==> src/rtl/mcyc_ctl_pkg.sv <==
package mcyc_ctl_pkg;
  localparam int STATE_W = 4;
  localparam int OP_W    = 6;
  localparam int SEL_W   = 2;

  typedef enum logic [STATE_W-1:0] {
    ST_FETCH  = 4'd0,
    ST_DECODE = 4'd1,
    ST_ADDR   = 4'd2,
    ST_LDMEM  = 4'd3,
    ST_LDWB   = 4'd4,
    ST_STMEM  = 4'd5,
    ST_EXEC   = 4'd6,
    ST_RWB    = 4'd7,
    ST_BRANCH = 4'd8,
    ST_JUMP   = 4'd9
  } state_e;

  typedef struct packed {
    logic             pc_wr;
    logic             pc_wr_cond;
    logic             mem_addr_sel;
    logic             mem_rd;
    logic             mem_wr;
    logic             ir_ld;
    logic             wb_from_mem;
    logic             rf_wr;
    logic [SEL_W-1:0] pc_src;
    logic [SEL_W-1:0] alu_mode;
    logic             alu_a_sel;
    logic [SEL_W-1:0] alu_b_sel;
    logic             wb_dst_sel;
  } ctl_t;

  localparam logic [SEL_W-1:0] PCS_ALU    = 2'b00;
  localparam logic [SEL_W-1:0] PCS_ALUREG = 2'b01;
  localparam logic [SEL_W-1:0] PCS_JUMP   = 2'b10;
  localparam logic [SEL_W-1:0] AM_ADD     = 2'b00;
  localparam logic [SEL_W-1:0] AM_SUB     = 2'b01;
  localparam logic [SEL_W-1:0] AM_FUNC    = 2'b10;
  localparam logic [SEL_W-1:0] BS_REG     = 2'b00;
  localparam logic [SEL_W-1:0] BS_FOUR    = 2'b01;
  localparam logic [SEL_W-1:0] BS_EXT     = 2'b10;
  localparam logic [SEL_W-1:0] BS_SHEXT   = 2'b11;
endpackage

==> src/rtl/mcyc_ctl_next.sv <==
module mcyc_ctl_next
  import mcyc_ctl_pkg::*;
#(
  parameter logic [OP_W-1:0] OP_REG   = 6'b000000,
  parameter logic [OP_W-1:0] OP_LOAD  = 6'b100011,
  parameter logic [OP_W-1:0] OP_STORE = 6'b101011,
  parameter logic [OP_W-1:0] OP_BEQ   = 6'b000100,
  parameter logic [OP_W-1:0] OP_JMP   = 6'b000010
) (
  input  state_e          cur,
  input  logic [OP_W-1:0] opcode,
  output state_e          nxt
);
  logic is_mem;
  assign is_mem = (opcode == OP_LOAD) || (opcode == OP_STORE);

  always_comb begin
    nxt = ST_FETCH;
    case (cur)
      ST_FETCH:  nxt = ST_DECODE;
      ST_DECODE: begin
        if (is_mem)                nxt = ST_ADDR;
        else if (opcode == OP_REG) nxt = ST_EXEC;
        else if (opcode == OP_BEQ) nxt = ST_BRANCH;
        else if (opcode == OP_JMP) nxt = ST_JUMP;
        else                       nxt = ST_FETCH;
      end
      ST_ADDR:   nxt = (opcode == OP_STORE) ? ST_STMEM : ST_LDMEM;
      ST_LDMEM:  nxt = ST_LDWB;
      ST_EXEC:   nxt = ST_RWB;
      default:   nxt = ST_FETCH;
    endcase
  end
endmodule

==> src/rtl/mcyc_ctl_decode.sv <==
module mcyc_ctl_decode
  import mcyc_ctl_pkg::*;
(
  input  state_e st,
  output ctl_t   ctl
);
  always_comb begin
    ctl = '0;
    case (st)
      ST_FETCH: begin
        ctl.mem_rd    = 1'b1;
        ctl.ir_ld     = 1'b1;
        ctl.pc_wr     = 1'b1;
        ctl.pc_src    = PCS_ALU;
        ctl.alu_b_sel = BS_FOUR;
        ctl.alu_mode  = AM_ADD;
      end
      ST_DECODE: begin
        ctl.alu_b_sel = BS_SHEXT;
        ctl.alu_mode  = AM_ADD;
      end
      ST_ADDR: begin
        ctl.alu_a_sel = 1'b1;
        ctl.alu_b_sel = BS_EXT;
        ctl.alu_mode  = AM_ADD;
      end
      ST_LDMEM: begin
        ctl.mem_rd       = 1'b1;
        ctl.mem_addr_sel = 1'b1;
      end
      ST_LDWB: begin
        ctl.rf_wr       = 1'b1;
        ctl.wb_from_mem = 1'b1;
      end
      ST_STMEM: begin
        ctl.mem_wr       = 1'b1;
        ctl.mem_addr_sel = 1'b1;
      end
      ST_EXEC: begin
        ctl.alu_a_sel = 1'b1;
        ctl.alu_b_sel = BS_REG;
        ctl.alu_mode  = AM_FUNC;
      end
      ST_RWB: begin
        ctl.rf_wr      = 1'b1;
        ctl.wb_dst_sel = 1'b1;
      end
      ST_BRANCH: begin
        ctl.alu_a_sel  = 1'b1;
        ctl.alu_b_sel  = BS_REG;
        ctl.alu_mode   = AM_SUB;
        ctl.pc_wr_cond = 1'b1;
        ctl.pc_src     = PCS_ALUREG;
      end
      ST_JUMP: begin
        ctl.pc_wr  = 1'b1;
        ctl.pc_src = PCS_JUMP;
      end
      default: ctl = '0;
    endcase
  end
endmodule

==> src/rtl/mcyc_ctl_regs.sv <==
module mcyc_ctl_regs
  import mcyc_ctl_pkg::*;
(
  input  logic   clk,
  input  logic   rst,
  input  state_e nxt,
  input  ctl_t   ctl_d,
  output state_e state_q,
  output ctl_t   ctl_q
);
  always_ff @(posedge clk) begin
    if (rst) state_q <= ST_FETCH;
    else     state_q <= nxt;
    ctl_q <= ctl_d;
  end
endmodule

==> src/rtl/mcyc_ctl.sv <==
module mcyc_ctl
  import mcyc_ctl_pkg::*;
#(
  parameter logic [OP_W-1:0] OP_REG   = 6'b000000,
  parameter logic [OP_W-1:0] OP_LOAD  = 6'b100011,
  parameter logic [OP_W-1:0] OP_STORE = 6'b101011,
  parameter logic [OP_W-1:0] OP_BEQ   = 6'b000100,
  parameter logic [OP_W-1:0] OP_JMP   = 6'b000010
) (
  input  logic               clk,
  input  logic               rst,
  input  logic [OP_W-1:0]    opcode,
  output logic [STATE_W-1:0] state_o,
  output logic               pc_wr,
  output logic               pc_wr_cond,
  output logic               mem_addr_sel,
  output logic               mem_rd,
  output logic               mem_wr,
  output logic               ir_ld,
  output logic               wb_from_mem,
  output logic               rf_wr,
  output logic [SEL_W-1:0]   pc_src,
  output logic [SEL_W-1:0]   alu_mode,
  output logic               alu_a_sel,
  output logic [SEL_W-1:0]   alu_b_sel,
  output logic               wb_dst_sel
);
  state_e state_q, nxt, dec_sel;
  ctl_t   ctl_d, ctl_q;

  mcyc_ctl_next #(
    .OP_REG(OP_REG), .OP_LOAD(OP_LOAD), .OP_STORE(OP_STORE),
    .OP_BEQ(OP_BEQ), .OP_JMP(OP_JMP)
  ) u_next (
    .cur(state_q), .opcode(opcode), .nxt(nxt)
  );

  // Outputs are decoded from the state about to be entered and loaded
  // alongside it, so they line up with state_q without a decode delay.
  assign dec_sel = rst ? ST_FETCH : nxt;

  mcyc_ctl_decode u_dec (.st(dec_sel), .ctl(ctl_d));

  mcyc_ctl_regs u_regs (
    .clk(clk), .rst(rst), .nxt(nxt), .ctl_d(ctl_d),
    .state_q(state_q), .ctl_q(ctl_q)
  );

  assign state_o      = state_q;
  assign pc_wr        = ctl_q.pc_wr;
  assign pc_wr_cond   = ctl_q.pc_wr_cond;
  assign mem_addr_sel = ctl_q.mem_addr_sel;
  assign mem_rd       = ctl_q.mem_rd;
  assign mem_wr       = ctl_q.mem_wr;
  assign ir_ld        = ctl_q.ir_ld;
  assign wb_from_mem  = ctl_q.wb_from_mem;
  assign rf_wr        = ctl_q.rf_wr;
  assign pc_src       = ctl_q.pc_src;
  assign alu_mode     = ctl_q.alu_mode;
  assign alu_a_sel    = ctl_q.alu_a_sel;
  assign alu_b_sel    = ctl_q.alu_b_sel;
  assign wb_dst_sel   = ctl_q.wb_dst_sel;
endmodule

==> config.mk <==
export PLATFORM = sky130hd
export DESIGN_NAME = mcyc_ctl
export DESIGN_NICKNAME = d
export VERILOG_FILES = /design/src/rtl/mcyc_ctl_pkg.sv /design/src/rtl/mcyc_ctl_next.sv /design/src/rtl/mcyc_ctl_decode.sv /design/src/rtl/mcyc_ctl_regs.sv /design/src/rtl/mcyc_ctl.sv
export SDC_FILE = /design/constraint.sdc
export NUM_CORES = 1
export LEC_CHECK = 0
export BUFFER_PORTS_ARGS = -buffer_cell sky130_fd_sc_hd__buf_4
export CAP_MARGIN = 5
export CORE_ASPECT_RATIO = 1.1
export CORE_MARGIN = 1
export CORE_UTILIZATION = 47
export DETAILED_ROUTE_END_ITERATION = 12
export PLACE_DENSITY = 0.76
export REMOVE_ABC_BUFFERS = 1
export SLEW_MARGIN = 20
export SYNTH_ARGS = -nofsm -noshare
export SYNTH_HDL_FRONTEND = slang
export SYNTH_HIERARCHICAL = 1
export SYNTH_SLANG_ARGS = --single-unit
==> constraint.sdc <==
create_clock -name clk -period 2 [get_ports clk]
set_input_delay 0.4 -clock clk [delete_from_list [all_inputs] [get_ports clk]]
set_output_delay 0.4 -clock clk [all_outputs]
set_load 0.02 [all_outputs]
==> results.sh <==
export IMPL_outcome="finished clean"
export IMPL_port_buffers=27
export IMPL_grt_pass1_wl_um=2980
export IMPL_syn_cell_area_um2=837
export IMPL_rsz0062_at_grt="yes"
export IMPL_wl_um=1800
export IMPL_reg2reg_slack_ns=0.09
export IMPL_grt_pass1_vias=669
export IMPL_rr_startpoint="u_regs/state_q[1]"
export IMPL_dp_worst_setup_slack_ns=-0.0758
export IMPL_finalMaxSlewViolations=0
export IMPL_num_rows=15
export IMPL_dieArea_mm2=0.00195
export IMPL_cp_start_kind="flop"
export IMPL_area_growth_pct=39.3
export IMPL_htreeDepth=1
export IMPL_fmax_mhz=525
export IMPL_synth_compound_area_frac=0.0942
export IMPL_synth_adder_area_share=0
export IMPL_drt_met1_wl_um=706
export IMPL_yosys_warnings=6
export IMPL_wl_met2_um=954
export IMPL_crit_path_cell_trace="nor4_2 > nand4b_1 > o21ai_0 > nor2b_1 > buf_4 > nor2_1 > a21o_1"
export IMPL_detail_route_wl_per_cell_um=13.7
export IMPL_tightest_slew_ns=0.361
export IMPL_leakagePower_nw=0.517
export IMPL_period_minus_slack_ns=1.91
export IMPL_setup_viol=0
export IMPL_relSlewSlack=0.759
export IMPL_top_layer="met4"
export IMPL_ir_worst_vdd_mv=0.712
export IMPL_initial_core_util=0.519
export IMPL_route_detailed_drc=0
export IMPL_reg2regPathDepth=7
export IMPL_hold_ws_ns=0.338
export IMPL_synthSimpleGateAreaFrac=0.329
export IMPL_synth_top_family_by_area="simple AND/OR/NAND/NOR gates"
export IMPL_dp_cells=128
export IMPL_dieHeight_um=46.3
export IMPL_critPathMaxStageDelay_ns=0.39
export IMPL_drt_initial_drc_count=12
export IMPL_yosysUniqueCellTypes=32
export IMPL_p_total_uw=827
export IMPL_powerDensity_mw_per_mm2=709
export IMPL_arrival_ns=2.10
export IMPL_critPathRequiredTime_ns=2.19
export IMPL_synthMuxAreaShare=0
export IMPL_detail_route_antenna_nets=0
export IMPL_setup_slack_ns=0.0950
export IMPL_via_per_inst=5.52
export IMPL_clk_pin_slew_ns=0.11
export IMPL_finalCritPeriodShare=0.953
export IMPL_final_util=0.722
export IMPL_nets=124
export IMPL_root_buffer="clkbuf_4"
export IMPL_ctsLongestPathBuffers=2
export IMPL_grt_max_degree=13
export IMPL_most_common_layout_cells="buf_4 (37), dfxtp_1 (19), nor2b_1 (7), nor3_1 (6)"
export IMPL_clock_latency_ns=0.29
export IMPL_cts_made_buffers=3
export IMPL_finish_instance_area_mm2=0.00117
export IMPL_drive_gt1_frac=0.452
export IMPL_dr_total_vias=728
export IMPL_hold_buffers=0
export IMPL_core_mm2=0.00161
export IMPL_hpwl_um=1330
export IMPL_first_pass_iters=4
export IMPL_hold_viol=0
export IMPL_layout_cells_non_filler=132
export IMPL_die_w_um=42.2
export IMPL_placed_area_mm2=0.00109
export IMPL_antennaDiodeCount=0
export IMPL_critPathMaxFanout=11
export IMPL_r2r_end="u_regs/ctl_q[3]"
export IMPL_yosysSeqAreaShare=0.478
export IMPL_gp_congestion=0.885
export IMPL_tritoncts="yes"
export IMPL_synth_cells=79
export IMPL_grt_util_all_layers=0.202
export IMPL_synthXorXnorAreaFrac=0.0314
export IMPL_min_path_type="input pin to flop"
export IMPL_antenna_found_initial=0
export IMPL_cts_sinks=20
export IMPL_ys_seq_elements=20
export IMPL_syn_area_per_cell_um2=10.6
export IMPL_drv_cap=0
export IMPL_fin_skew_ns=0.00883
export IMPL_grt_overflow=0
export IMPL_post_cts_buffers=0
export IMPL_endpoint="u_regs/ctl_q[3]"
export IMPL_path_class="flop to flop"
export IMPL_startpoint="u_regs/state_q[1]"
export IMPL_end_kind="flop"
export IMPL_wl_met3_um=98
export IMPL_slowest_stage="dfxtp_1"
export IMPL_final_common_cell="buf_4"
export IMPL_setup_tns_ns=0
export IMPL_io_pins=28
-- area by class of cell --
cell class	instances	area, um2
Clock buffer	3	22.5
Sequential cell	20	402
Multi-Input combinational cell	52	405
Fill cell	138	448
Tap cell	17	21.3
Timing Repair Buffer	37	278
Inverter	2	7.51
Clock inverter	1	30.0
-- report_power, final --
part           switching (mW)  internal (mW)
sequential            0.00627          0.408
combinational          0.0495         0.0445
clock                   0.116          0.202
total                   0.172          0.655
-- cells in the mapped netlist --
master	count	area, um2
a21o_1	1	7.51
a21oi_1	2	10.0
nor2_1	3	11.3
nor4_1	4	25.0
nand2_1	2	7.51
or2b_1	1	7.51
a41o_1	1	10.0
nand3_2	1	10.0
dfxtp_1	20	400
nor3b_1	3	22.5
nand2b_1	1	6.26
nor4b_1	1	8.76
and3_2	1	7.51
nor3b_2	1	12.5
nor2b_1	9	56.3
nand3b_1	1	7.51
nand4b_1	1	8.76
xor2_1	2	17.5
inv_1	2	7.51
o21ai_0	2	10.0
nor3_1	6	30.0
buf_4	2	15.0
xnor2_1	1	8.76
o211ai_1	1	7.51
nor4_4	1	21.3
nand4_1	1	6.26
a2111oi_2	1	15.0
buf_6	3	33.8
and4b_2	1	11.3
nor4b_2	1	15.0
o311a_1	1	10.0
o41ai_1	1	8.76
-- repair_timing --
action                                  CTS  global route
gates resized for setup                   0             6
endpoints found under the setup margin    0            13
hold endpoints to repair                  0             0
-- sequential cells by signal, indices dropped and copies added (netlist names) --
name            count
u_regs/state_q      4
u_regs/ctl_q       16
-- critical path, delay by kind of cell, from the launching register on --
family          cells  cell delay (ns)
simple gates        4             0.78
buf+inv             1             0.22
flops               1             0.39
compound gates      2             0.39
-- worst min-delay path by stage --
| stage | cells after the start | end | slack, ns | startpoint |
|---|---|---|---|---|
| after floorplan | 1 | u_regs/state_q[0] | 0.47 | rst |
| after global placement | 2 | u_regs/state_q[3] | 0.63 | rst |
| after detailed placement | 2 | u_regs/state_q[0] | 0.64 | rst |
| after CTS | 2 | u_regs/state_q[2] | 0.31 | rst |
| after global routing | 2 | u_regs/state_q[2] | 0.33 | rst |
| final | 2 | u_regs/state_q[2] | 0.34 | rst |
-- layer usage --
| layer | GRT usage | up-vias |
|---|---|---|
| met4 | 0.106 | 0 |
| met2 | 0.360 | 25 |
| met1 | 0.229 | 344 |
| met3 | 0.0431 | 6 |
| li1 | - | 353 |
| met5 | 0 | - |
-- logic make-up (layout without fill, tap and decap cells) --
logic type / Yosys count / in the layout
simple gates: 39 / 39
flops: 20 / 20
compound gates: 10 / 10
buf+inv: 7 / 43
xor+xnor: 3 / 3
Power figures use the tool's default switching activity.
